### config.mk
export PLATFORM = sky130hd
export DESIGN_NAME = pwr_fault_sup
export DESIGN_NICKNAME = d
export VERILOG_FILES = /design/src/rtl/pfs_pkg.sv /design/src/rtl/pfs_qual.sv /design/src/rtl/pfs_latch.sv /design/src/rtl/pwr_fault_sup.sv
export SDC_FILE = /design/constraint.sdc
export NUM_CORES = 1
export LEC_CHECK = 0
export BUFFER_PORTS_ARGS = -buffer_cell sky130_fd_sc_hd__buf_4
export CAP_MARGIN = 20
export CORE_AREA = 4 4 84 86
export DETAILED_ROUTE_END_ITERATION = 8
export DIE_AREA = 0 0 88 90
export HOLD_SLACK_MARGIN = 0.08
export MAX_ROUTING_LAYER = met4
export PLACE_DENSITY_LB_ADDON = 0.25
export SETUP_SLACK_MARGIN = 0.5
export SLEW_MARGIN = 5
export SYNTH_ARGS = -nofsm -noshare
export SYNTH_HDL_FRONTEND = slang
export SYNTH_SLANG_ARGS = --single-unit
### constraint.sdc
create_clock -name clk -period 2.3 [get_ports clk]
set_clock_uncertainty 0.2 [all_clocks]
set_input_delay 0.115 -clock clk [delete_from_list [all_inputs] [get_ports clk]]
set_output_delay 0.115 -clock clk [all_outputs]
set_load 0.02 [all_outputs]
### src/rtl/pfs_pkg.sv
package pfs_pkg;
    // Indices of the delay-qualified fault sources
    localparam int QI_OC   = 0;
    localparam int QI_SC   = 1;
    localparam int QI_IMON = 2;
    localparam int QI_SU   = 3;
    localparam int QI_GS   = 4;
    localparam int QI_DS   = 5;
    localparam int NQ      = 6;

    typedef struct packed {
        logic stop;   // non-latched gate removal
        logic ind;    // non-latched fault indication
    } live_t;
endpackage

### src/rtl/pfs_qual.sv
module pfs_qual #(
    parameter int DLY = 8
) (
    input  logic clk,
    input  logic rst_n,
    input  logic fault_in,
    output logic qual
);
    localparam int W = $clog2(DLY + 1);
    localparam logic [W-1:0] LIMIT = W'(DLY);

    typedef struct packed {
        logic [W-1:0] cnt;
    } qst_t;

    qst_t st_d, st_q;

    always_comb begin
        st_d = st_q;
        if (!fault_in)
            st_d.cnt = '0;
        else if (st_q.cnt != LIMIT)
            st_d.cnt = st_q.cnt + 1'b1;
    end

    always_ff @(posedge clk or negedge rst_n) begin
        if (!rst_n) st_q <= '0;
        else        st_q <= st_d;
    end

    assign qual = fault_in && (st_q.cnt == LIMIT);

    // the counter never passes its limit
    a_r4_cnt_bound: assert property (@(posedge clk) disable iff (!rst_n)
        st_q.cnt <= LIMIT);
    // a low input restarts the qualification
    a_r4_restart: assert property (@(posedge clk) disable iff (!rst_n)
        !fault_in |=> (st_q.cnt == '0));
endmodule

### src/rtl/pfs_latch.sv
module pfs_latch #(
    parameter bit AUTO_RETRY = 1'b0,
    parameter int RETRY_CYC  = 10000
) (
    input  logic clk,
    input  logic rst_n,
    input  logic set,
    input  logic clr,
    output logic latched
);
    localparam int RW = $clog2(RETRY_CYC);
    localparam logic [RW-1:0] LAST = RW'(RETRY_CYC - 1);

    typedef struct packed {
        logic          hold;
        logic [RW-1:0] retry;
    } lst_t;

    lst_t st_d, st_q;
    logic expire;

    always_comb begin
        st_d   = st_q;
        expire = AUTO_RETRY && st_q.hold && (st_q.retry == LAST);
        if (clr) begin
            st_d.hold  = 1'b0;
            st_d.retry = '0;
        end else if (set) begin
            st_d.hold  = 1'b1;
            st_d.retry = (AUTO_RETRY && st_q.hold && !expire) ? st_q.retry + 1'b1 : '0;
        end else if (expire) begin
            st_d.hold  = 1'b0;
            st_d.retry = '0;
        end else if (AUTO_RETRY && st_q.hold) begin
            st_d.retry = st_q.retry + 1'b1;
        end
    end

    always_ff @(posedge clk or negedge rst_n) begin
        if (!rst_n) st_q <= '0;
        else        st_q <= st_d;
    end

    assign latched = st_q.hold;

    // deep shutdown always empties the latch
    a_r11_deep_clear: assert property (@(posedge clk) disable iff (!rst_n)
        clr |=> !latched);
    // the retry count stays inside its period
    a_r12_retry_bound: assert property (@(posedge clk) disable iff (!rst_n)
        st_q.retry <= LAST);

    generate
        if (!AUTO_RETRY) begin : g_latch_off
            // in latch-off mode only deep shutdown releases the latch
            a_r12_hold: assert property (@(posedge clk) disable iff (!rst_n)
                (latched && !clr) |=> latched);
        end
    endgenerate
endmodule

### src/rtl/pwr_fault_sup.sv
module pwr_fault_sup
    import pfs_pkg::*;
#(
    parameter int CB_DLY     = 1000,
    parameter int FT_DLY     = 8,
    parameter int SPF_DLY    = 2500,
    parameter int SU_DLY     = 5000,
    parameter int GS_DLY     = 500,
    parameter bit AUTO_RETRY = 1'b0,
    parameter int RETRY_CYC  = 10000
) (
    input  logic clk,
    input  logic rst_n,
    input  logic en_uv,
    input  logic en_deep,
    input  logic bias_uv,
    input  logic vin_uv,
    input  logic vin_ov,
    input  logic ot,
    input  logic oc,
    input  logic sc,
    input  logic imon_bkp,
    input  logic su_tmo,
    input  logic fet_gs,
    input  logic fet_ds,
    input  logic swen_low,
    input  logic inrush,
    output logic gate_on,
    output logic flt_pull
);
    localparam int DLY_TAB [NQ] = '{CB_DLY, FT_DLY, SPF_DLY, SU_DLY, GS_DLY, SU_DLY};

    logic [NQ-1:0] raw, qual;
    logic          rail_bad, latch_set, latched;
    live_t         live_d, live_q;

    assign raw = {fet_ds, fet_gs, su_tmo, imon_bkp, sc, oc};

    generate
        for (genvar i = 0; i < NQ; i++) begin : g_qual
            pfs_qual #(.DLY(DLY_TAB[i])) u_qual (
                .clk      (clk),
                .rst_n    (rst_n),
                .fault_in (raw[i]),
                .qual     (qual[i])
            );
        end
    endgenerate

    always_comb begin
        rail_bad  = en_uv || bias_uv || vin_uv || vin_ov;
        latch_set = ot
                 || (qual[QI_OC] && !inrush)
                 || qual[QI_SC]
                 || qual[QI_IMON]
                 || qual[QI_SU]
                 || qual[QI_GS]
                 || (swen_low && !rail_bad);
        live_d.stop = rail_bad || en_deep || qual[QI_DS];
        live_d.ind  = qual[QI_DS] || (qual[QI_OC] && inrush);
    end

    always_ff @(posedge clk or negedge rst_n) begin
        if (!rst_n) live_q <= '0;
        else        live_q <= live_d;
    end

    pfs_latch #(.AUTO_RETRY(AUTO_RETRY), .RETRY_CYC(RETRY_CYC)) u_latch (
        .clk     (clk),
        .rst_n   (rst_n),
        .set     (latch_set),
        .clr     (en_deep),
        .latched (latched)
    );

    assign gate_on  = !latched && !live_q.stop;
    assign flt_pull = latched || live_q.ind;

    // any rail problem removes the gate on the next cycle
    a_r2_rail_off: assert property (@(posedge clk) disable iff (!rst_n)
        rail_bad |=> !gate_on);
    // overtemperature trips and flags at once
    a_r3_ot_trip: assert property (@(posedge clk) disable iff (!rst_n)
        (ot && !en_deep) |=> (!gate_on && flt_pull));
    // deep shutdown keeps the gate off
    a_r11_deep_off: assert property (@(posedge clk) disable iff (!rst_n)
        en_deep |=> !gate_on);
endmodule

# Yosys cells after proc, flatten, opt, wreduce, memory -nomap -nowiden
# Index checks and enable logic that the tools add are counted.
# totals
regBits	64
inputBits	16
out_inout_bits	2
# op_classes
add_sub_neg	6
eq_ne	18
mux	14
reduce_logical	28
# op_table
cell	n
13-bit 2-to-1 mux	4
15-bit 2-to-1 mux	2
13-bit by 1-bit adder with 13-bit output (second input constant)	2
13-bit equality test (second input constant)	2
13-bit inequality test (second input constant)	2
12-bit 2-to-1 mux	2
10-bit 2-to-1 mux	2
9-bit 2-to-1 mux	2
1-bit logical OR	13
12-bit by 1-bit adder with 12-bit output (second input constant)	1
12-bit equality test (second input constant)	1
12-bit inequality test (second input constant)	1
2-bit by 1-bit inequality test with 1-bit output (second input constant)	6
10-bit by 1-bit adder with 10-bit output (second input constant)	1
10-bit equality test (second input constant)	1
1-bit logical AND	10
10-bit inequality test (second input constant)	1
9-bit by 1-bit adder with 9-bit output (second input constant)	1
9-bit equality test (second input constant)	1
9-bit inequality test (second input constant)	1
4-bit 2-to-1 mux	2
4-bit by 1-bit adder with 4-bit output (second input constant)	1
4-bit equality test (second input constant)	1
1-bit logical NOT	4
other kinds (2)	2

# Longest topological paths before layout
# Gate-level depths: netlist (run 1).
# logic_depth
depth_word	11
mapped_depth	6
depth_no_buf	6

# Modules after synthesis
# A second synthesis (run 1) with hierarchy kept.
# hier_totals
cells_unflattened	355
area_unflattened_um2	3482.1
# by_module_without_submodules
module	instances	cells_per_inst	area_each_um2
pfs_qual at g_qual[3].u_qual ...	2	73	705.7
pfs_qual at g_qual[2].u_qual	1	68	655.6
pfs_qual at g_qual[0].u_qual	1	57	561.8
pfs_qual at g_qual[4].u_qual	1	50	490.5
pfs_qual at g_qual[1].u_qual	1	21	221.5
pwr_fault_sup	1	11	106.4
pfs_latch	1	2	35.0

# Least setup slack after synthesis (run 1)
# No wires, ideal clock.
# synth_path
path_type	register to register
from	register g_qual[5].u_qual.st_q[2] (netlist bit)
to	register g_qual[5].u_qual.st_q[1] (netlist bit)
setup_time_ps	120
t_arrival_ps	1563
t_required_ps	1980
path_slack_ps	417
stages_incl_launch_ff	5
n_path_buf	0
cell_sequence	dfrtp_1 -> or4b_4 -> nor4_4 -> mux2i_1 -> nor2b_1
# synth_between
elab_chain_cells	2
# synth_rtl
item	line	rtl
from (decl)	pfs_qual.sv:16	qst_t st_d, st_q;
from (signal assigned)	pfs_qual.sv:28	else st_q <= st_d;
13-bit inequality test	pfs_qual.sv:22	else if (st_q.cnt != LIMIT)
2-bit by 1-bit inequality test with 1-bit output (no source line)	-	
# No other way between the ends.
# A chain may end at the register's enable or synchronous reset.

# Worst setup path in the final report (run 1)
# Same ends and word-level chain as after synthesis.

==> run summary, run 1 <==
The flow ran to the end, and the final reports show no timing, DRC or antenna violations. The number of sinks handled by clock tree synthesis is between 60 and 70. The share of flip-flops with an asynchronous set or reset after synthesis is 100%. The area of the die came out at ~7900 µm². The mean instance size in the synthesized netlist came out at between 9 and 10 µm². The final critical-path setup slack is around 0.47 ns. The die is 90 µm tall. The most used flip-flop cell after synthesis is sky130_fd_sc_hd__dfrtp_1. The maximum root-to-sink buffer count came out at 2. The number of antenna violations at the first check in global routing is 0. Across all hold checks on the routed design, the worst slack comes to roughly 0.20 ns. The final weighted congestion of routability-driven global placement came out at between 0.8 and 0.9. The highest attainable clock frequency is between 0.5 and 0.6 GHz. The net count after synthesis came out at between 300 and 400. The floorplan row count is 29. The library cell used most frequently in the layout, excluding fill and tap cells, is sky130_fd_sc_hd__dfrtp_1. The worst setup path is of the reg2reg kind.

The number of standard cells in the final layout excluding fillers is about 470. After layout, the design draws a total of ~2.5 mW. The fraction of layout instances using a drive strength above 1 came out at about 18%. The final critical path time including I/O delays and setup came out at 1.83 ns. The post-synthesis cell type count came out at 41. The relative max-transition margin came out at between 40% and 50%. For the pin with the worst max-slew slack, the measured transition is approximately 0.81 ns. The residual antenna-violating net count after detailed routing came out at 0. The number of standard cells after synthesis came out at roughly 340. The buffer cell driving the clock tree root is sky130_fd_sc_hd__clkbuf_8.

The final critical path takes up 79.6% of the cycle. In this run the standard cell core region covers between 6000 and 7000 µm². The detailed-placement wirelength estimate is 4130 µm. The count of boundary I/O pins is 18.

Once placement completed, the tool counted placed cells totaling 427. The via count came out at between 2000 and 3000. The starting density of the core came out at around 53%. In the routed layout, each cell is associated on average with a via count of around 5.4. The class of the worst hold path is in2async.

The power density normalized to cell area is roughly 610 nW/µm². The mean routed wirelength per cell is between 10 and 15 µm. For the worst setup path, the data required time is 2.33 ns. The synthesis-stage register bit count came out at 64. The total placed instance area came out at approximately 3600 µm².

The clock transition at the register clock pins on the worst setup and hold paths after CTS came out at ~0.070 ns. The setup total negative slack is 0 ns. The area of the mapped netlist is approximately 3300 µm². The worst setup path is captured at a flop. The total length of routed wires came out at 6520 µm. The count of pins over their slew limit came out at 0. The width of the die is 88 µm. The initial DRC count is 55. The number of buffers created by CTS came out at 9.

TritonCTS built the clock tree. The top cell types in the final layout, fill and taps aside, are 59 x sky130_fd_sc_hd__dfrtp_1, 28 x sky130_fd_sc_hd__buf_4, 23 x sky130_fd_sc_hd__nand2_1, 23 x sky130_fd_sc_hd__xnor2_1, 23 x sky130_fd_sc_hd__and2_1. The count of endpoints failing setup in the final report came out at 0. The number of fill cells came out at 506. VDD sags by at most between 0.4 and 0.5 mV. Across the run, the number of max-cap violations was 0. From synthesis to final layout, the design area changed by 22.5%.

In this run, synthesis inferred 0 flip-flops with an integrated enable. The number of levels the H-tree was split into is 3. The number of antenna diodes in the final layout is 0. The global-route wire length before repair came out at approximately 11000 µm. The count of yosys warnings during synthesis is 0.

The highest fanout seen on the critical path is 3. Setup repair after global routing could not meet its margin everywhere. In this run the tool buffered the top-level ports with 17 buffer cells. The via count of the first global-routing pass is roughly 2600. The final core area utilization came out at 65.3%. The area of the multi-input gates came out at 1750 µm².

The sequential cell area came out at about 1600 µm². Across every metal layer, demand over resource in global routing totals between 10% and 20%. The post-route cell area is about 4100 µm². The worst setup path is launched from a flop.

The aggregate global routing overflow came out at 0. The arrival time of the worst setup path came out at ~1.9 ns. The latest clock arrival within the worst-skew pair came out at approximately 0.34 ns. In the routed design, unresolved DRC markers number 0. The static power due to leakage came out at 1.77 nW. The largest net degree at the start of global routing came out at 65.

The post-synthesis sequential area ratio came out at 47.9%. The final net count came out at between 400 and 500. Prior to clock tree synthesis, the placed netlist has a worst setup slack of between 0.3 and 0.4 ns. The number of hold violations in the final report came to 0. The pre-antenna-repair detailed-routing pass consisted of 5 iterations.
-- worst paths after layout --
kind,start,depth (start not counted),to,slack [ns]
worst max-delay path,g_qual[5].u_qual.st_q[2]$_DFFE_PN0N_,4,g_qual[5].u_qual.st_q[1]$_DFFE_PN0N_,0.47
worst min-delay path,rst_n,2,g_qual[4].u_qual.st_q[5]$_DFFE_PN0N_,0.20
worst min register to register,g_qual[4].u_qual.st_q[2]$_DFFE_PN0N_,1,g_qual[4].u_qual.st_q[2]$_DFFE_PN0N_,0.36
min in group clk,bias_uv,5,u_latch.latched$_DFFE_PN0P_,0.22
worst max register to register,g_qual[5].u_qual.st_q[2]$_DFFE_PN0N_,4,g_qual[5].u_qual.st_q[1]$_DFFE_PN0N_,0.47
max in group asynchronous,rst_n,2,g_qual[5].u_qual.st_q[5]$_DFFE_PN0N_,1.12
-- worst max-delay path, stage by stage (launching register included) --
cell,delay (ns)
sky130_fd_sc_hd__dfrtp_1,0.39
sky130_fd_sc_hd__or4b_4,0.57
sky130_fd_sc_hd__nor4_4,0.27
sky130_fd_sc_hd__mux2i_1,0.23
sky130_fd_sc_hd__nor2b_1,0.06
-- cells in the mapped netlist, drive strengths merged, types with 3 or more instances --
cell type / instances / area [µm²]
dfrtp: 64 / 1600
nand2: 24 / 90.1
and2: 23 / 144
nor2: 23 / 86.3
xnor2: 23 / 201
nand3: 22 / 115
inv: 19 / 71.3
o21ai: 14 / 70.1
xor2: 14 / 123
or3: 13 / 81.3
ha: 12 / 150
nor3: 11 / 60.1
a21boi: 9 / 67.6
nor4: 9 / 71.3
a21oi: 8 / 40.0
mux2i: 7 / 70.1
nand4: 7 / 43.8
nor2b: 6 / 37.5
clkbuf: 4 / 15.0
nand4b: 3 / 26.3
nor3b: 3 / 22.5
-- timing repair --
| action | 4_1_cts | 5_1_grt |
|---|---|---|
| endpoints found under the hold margin | 128 | 0 |
| setup buffers | 3 | 8 |
| endpoints found under the setup margin | 13 | 17 |
| hold buffers | 13 | 0 |
| pin swaps | 2 | 9 |
| resized for setup | 6 | 18 |
-- report_power, final --
| part | switching [mW] | internal, mW |
|---|---|---|
| Sequential | 0.0324 | 1.15 |
| Combinational | 0.0923 | 0.0874 |
| Clock | 0.419 | 0.701 |
-- routing by layer --
layer | share of wire [%] | up-vias | global-route usage [%] | wire (µm)
met5 | 0 | - | - | 0
met4 | 2.3 | 0 | 10.5 | 151
met3 | 2.5 | 11 | 3.29 | 162
met2 | 49 | 29 | 28.8 | 3190
met1 | 46 | 1210 | 23.1 | 3020
li1 | - | 1256 | - | -
-- area by class of cell --
| cell class | count | share of cell area [%] |
|---|---|---|
| Inverter | 20 | 1.83 |
| Clock buffer | 14 | 4.21 |
| Clock inverter | 2 | 1.46 |
| Multi-Input combinational cell | 249 | 42.6 |
| Tap cell | 77 | 2.35 |
| Timing Repair Buffer | 41 | 8.30 |
| Sequential cell | 64 | 39.2 |
-- logic make-up after synthesis --
logic type | after synthesis | synth area share [%]
buf+inv | 24 | 2.69
simple gates | 155 | 26.0
xor+xnor | 37 | 9.68
compound gates | 38 | 7.22
fa+ha+maj | 12 | 4.49
flops | 64 | 47.9
mux | 7 | 2.09
-- registers in the layout, summed over array words and instances, names as in the netlist --
signal              cells
live_q                  2
u_latch.latched         1
g_qual.u_qual.st_q     61
No activity file was read; power rests on OpenSTA's default activity.
==> run 2, diff against run 1 <==
- clock period: 2.3 -> 1.5 ns (I/O delays scaled with it)
==> run 2 against run 1 <==
Compared with the run above:
- via count rose by 28%
- design area up 32%
- non-clock buffer count grew 73
- the flow now finishes with violations (hold timing, setup timing)
- sequential share of layout area down 9.5 points
- core utilization rose by 21 points
- combinational power increased to 3.4 times the previous value
- largest power group unchanged
==> run summary, run 2 (same netlist as run 1, synthesis figures left out) <==
For this configuration, the core starts out at a cell density of 53.3%. g_qual.u_qual.st_q holds more flip-flops than any other register. The checks that failed: hold timing, setup timing.

The via count of the first global-routing pass came out at roughly 3200. The slew at the pin with the worst max-slew slack is around 0.40 ns. The portion of the clock cycle consumed by the worst path in the final layout came out at 128%. The worst register-to-register path begins at g_qual[5].u_qual.st_q[11]$_DFFE_PN0N_. The relative max-transition margin came out at approximately 73%.

The placeable core region came out at between 6000 and 7000 µm². The buffer cell driving the clock tree root is sky130_fd_sc_hd__clkbuf_8. The tightest hold path in the finished design has a slack of -0.622 ns. The count of hold-fix buffers inserted at cts came out at 7. The H-tree was split into 3 levels.

Subtracting the final worst setup slack from the clock period gives roughly 1.9 ns. The worst-case register-to-register setup slack came out at -0.41 ns. In this run the count of I/O pins placed on the die edge is 18.

The total length of routed wires is 11300 µm. The initial DRC count came out at between 150 and 200. The depth of the worst register-to-register path is 5. The highest fanout seen on the critical path is 3. The count of TritonRoute iterations in the first routing pass came out at 7. The number of max-cap violations came out at 0.

The end of the worst register-to-register path is g_qual[5].u_qual.st_q[0]$_DFFE_PN0N_. The static power due to leakage came out at around 2.5 nW. For the worst setup path, the data arrival time is approximately 2.0 ns.

Counting every sink on the clock net gives between 60 and 70. The run finished, with violations left. The first global-routing pass estimated approximately 15000 µm of wire. The width of the die came out at about 88 µm. The mean routed wirelength per cell came out at 21.0 µm. The floorplan step set the die height to around 90 µm. The number of hold violations in the final report is between 60 and 70. The final weighted congestion of routability-driven global placement came out at 0.796. The commonest non-fill, non-tap cell in the layout is sky130_fd_sc_hd__dfrtp_1. The highest attainable clock frequency is ~0.52 GHz. The fraction of layout instances using a drive strength above 1 came out at approximately 47%. The latest clock arrival within the worst-skew pair came out at 0.36 ns. The count of endpoints failing setup in the final report is 46.

The endpoint type of the worst setup path is a flop. After layout, the worst setup slack is -0.414 ns. The DRC violations left came out at 0. Dividing the detail-routed via count by the number of cells gives around 6. The required time at the worst-slack endpoint is 1.55 ns. The clock transition at the register clock pins on the worst setup and hold paths after CTS came out at 0.08 ns. The count of pins over their slew limit is 0. The library cells used most frequently in the layout, excluding fill and tap cells, are 61 x sky130_fd_sc_hd__dfrtp_1, 57 x sky130_fd_sc_hd__buf_4, 49 x sky130_fd_sc_hd__buf_6. The detailed-placement wirelength estimate came out at 4950 µm. The TritonCTS clock tree is built.

IR analysis of the VDD net gives a maximum drop of about 0.68 mV. Setup repair after global routing could not meet its margin everywhere. The count of inserted antenna diode cells is 0.

The total routing resource utilization after global routing is between 20% and 30%. The via count came out at between 3000 and 4000. The setup slack after placement came out at -0.306 ns. The area of the die came out at 7920 µm².

After the last flow step, the layout net total stands at between 400 and 500. Relative to the synthesized area, the layout overhead comes to 61.6%. The largest net degree at the start of global routing is 48. The number of flip-flops in the largest register came out at just over 60. STA classifies the critical path startpoint as a flop.

The setup path with the least slack is of type reg2reg. The maximum root-to-sink buffer count is 2. The min-delay analysis places its worst path in the category in2async. The floorplan row count came out at 29. The number of buffers created by CTS came out at 9. The number of antenna violations at the first check in global routing was 0.

Adding up every negative setup slack in the final design gives -6.28 ns. Port buffering added 17 buffers. The power density normalized to cell area came out at about 750 nW/µm². The aggregate global routing overflow came out at 0.

The residual antenna-violating net count after detailed routing is 0.
[run 2: cell count changes in the layout (fill, tap and decap cells not counted), moves of 9 or more]
cell                      before  now
sky130_fd_sc_hd__buf_4        28   57
sky130_fd_sc_hd__buf_6         0   49
sky130_fd_sc_hd__nand3_1      21    4
sky130_fd_sc_hd__nand3_4       0    9
sky130_fd_sc_hd__nor3_1        9    0
[run 2: final cells by class]
| class | count | area, µm² |
|---|---|---|
| Multi-Input combinational cell | 249 | 2360 |
| Sequential cell | 64 | 1610 |
| Inverter | 20 | 75.1 |
| Tap cell | 77 | 96.3 |
| Clock buffer | 12 | 165 |
| Fill cell | 283 | 868 |
| Timing Repair Buffer | 114 | 1070 |
| Clock inverter | 3 | 40.0 |
[run 2: worst max-delay path by stage]
stage / from / endpoint / slack, ns / cells after the start
detailed placement: g_qual[5].u_qual.st_q[11]$_DFFE_PN0N_ / g_qual[5].u_qual.st_q[1]$_DFFE_PN0N_ / -0.31 / 4
global placement: g_qual[5].u_qual.st_q[11]$_DFFE_PN0N_ / g_qual[5].u_qual.st_q[1]$_DFFE_PN0N_ / -0.25 / 4
finish: g_qual[5].u_qual.st_q[11]$_DFFE_PN0N_ / g_qual[5].u_qual.st_q[0]$_DFFE_PN0N_ / -0.41 / 5
CTS: g_qual[5].u_qual.st_q[11]$_DFFE_PN0N_ / g_qual[5].u_qual.st_q[1]$_DFFE_PN0N_ / -0.33 / 4
floorplan: g_qual[5].u_qual.st_q[2]$_DFFE_PN0N_ / g_qual[5].u_qual.st_q[1]$_DFFE_PN0N_ / -0.21 / 4
global route: g_qual[5].u_qual.st_q[0]$_DFFE_PN0N_ / g_qual[5].u_qual.st_q[0]$_DFFE_PN0N_ / -0.52 / 7
[run 2: power breakdown]
part           internal [mW]  leakage, nW  total [mW]  switching, mW
Clock                  0.890        0.108        1.62          0.733
Sequential              1.77        0.868        1.81         0.0475
Combinational          0.321         1.52       0.619          0.298
Total                   2.98         2.49        4.06           1.08
[run 2: metal layers]
layer  vias up  global-route usage (%)  part of all wire (%)
met5         -                       -                     0
met4         0                    12.1                   4.1
met3        40                    5.30                   5.1
met2       134                    40.6                    51
met1      1617                    31.0                    40
li1       1405                       -                     -
[run 2: timing repair]
item | 4_1_cts | 5_1_grt
gates resized for setup | 94 | 42
setup endpoints to repair | 66 | 66
buffers inserted | 22 | 14
endpoints found under the hold margin | 128 | 69
pin swaps | 54 | 35
[run 2: worst max-delay path, stage by stage, from the launching register on]
cell	delay, ns
sky130_fd_sc_hd__dfrtp_1	0.38
sky130_fd_sc_hd__or4b_4	0.58
sky130_fd_sc_hd__nor4_4	0.27
sky130_fd_sc_hd__buf_4	0.19
sky130_fd_sc_hd__xnor2_2	0.05
sky130_fd_sc_hd__and2_1	0.14
[run 2: per-stage QoR]
step                utilization (%)  power (mW)  std cells  hold WS, ns  instance area, µm²
floorplan                         -        1.99        337       -0.421                3570
global placement               66.9        2.17        481       -0.240                4200
detailed placement             66.9        2.18        481       -0.235                4200
CTS                            81.5        3.91        525       -0.618                5110
global route                   86.2        4.20        539       -0.619                5410
finish                         86.2        4.06        539       -0.622                5410
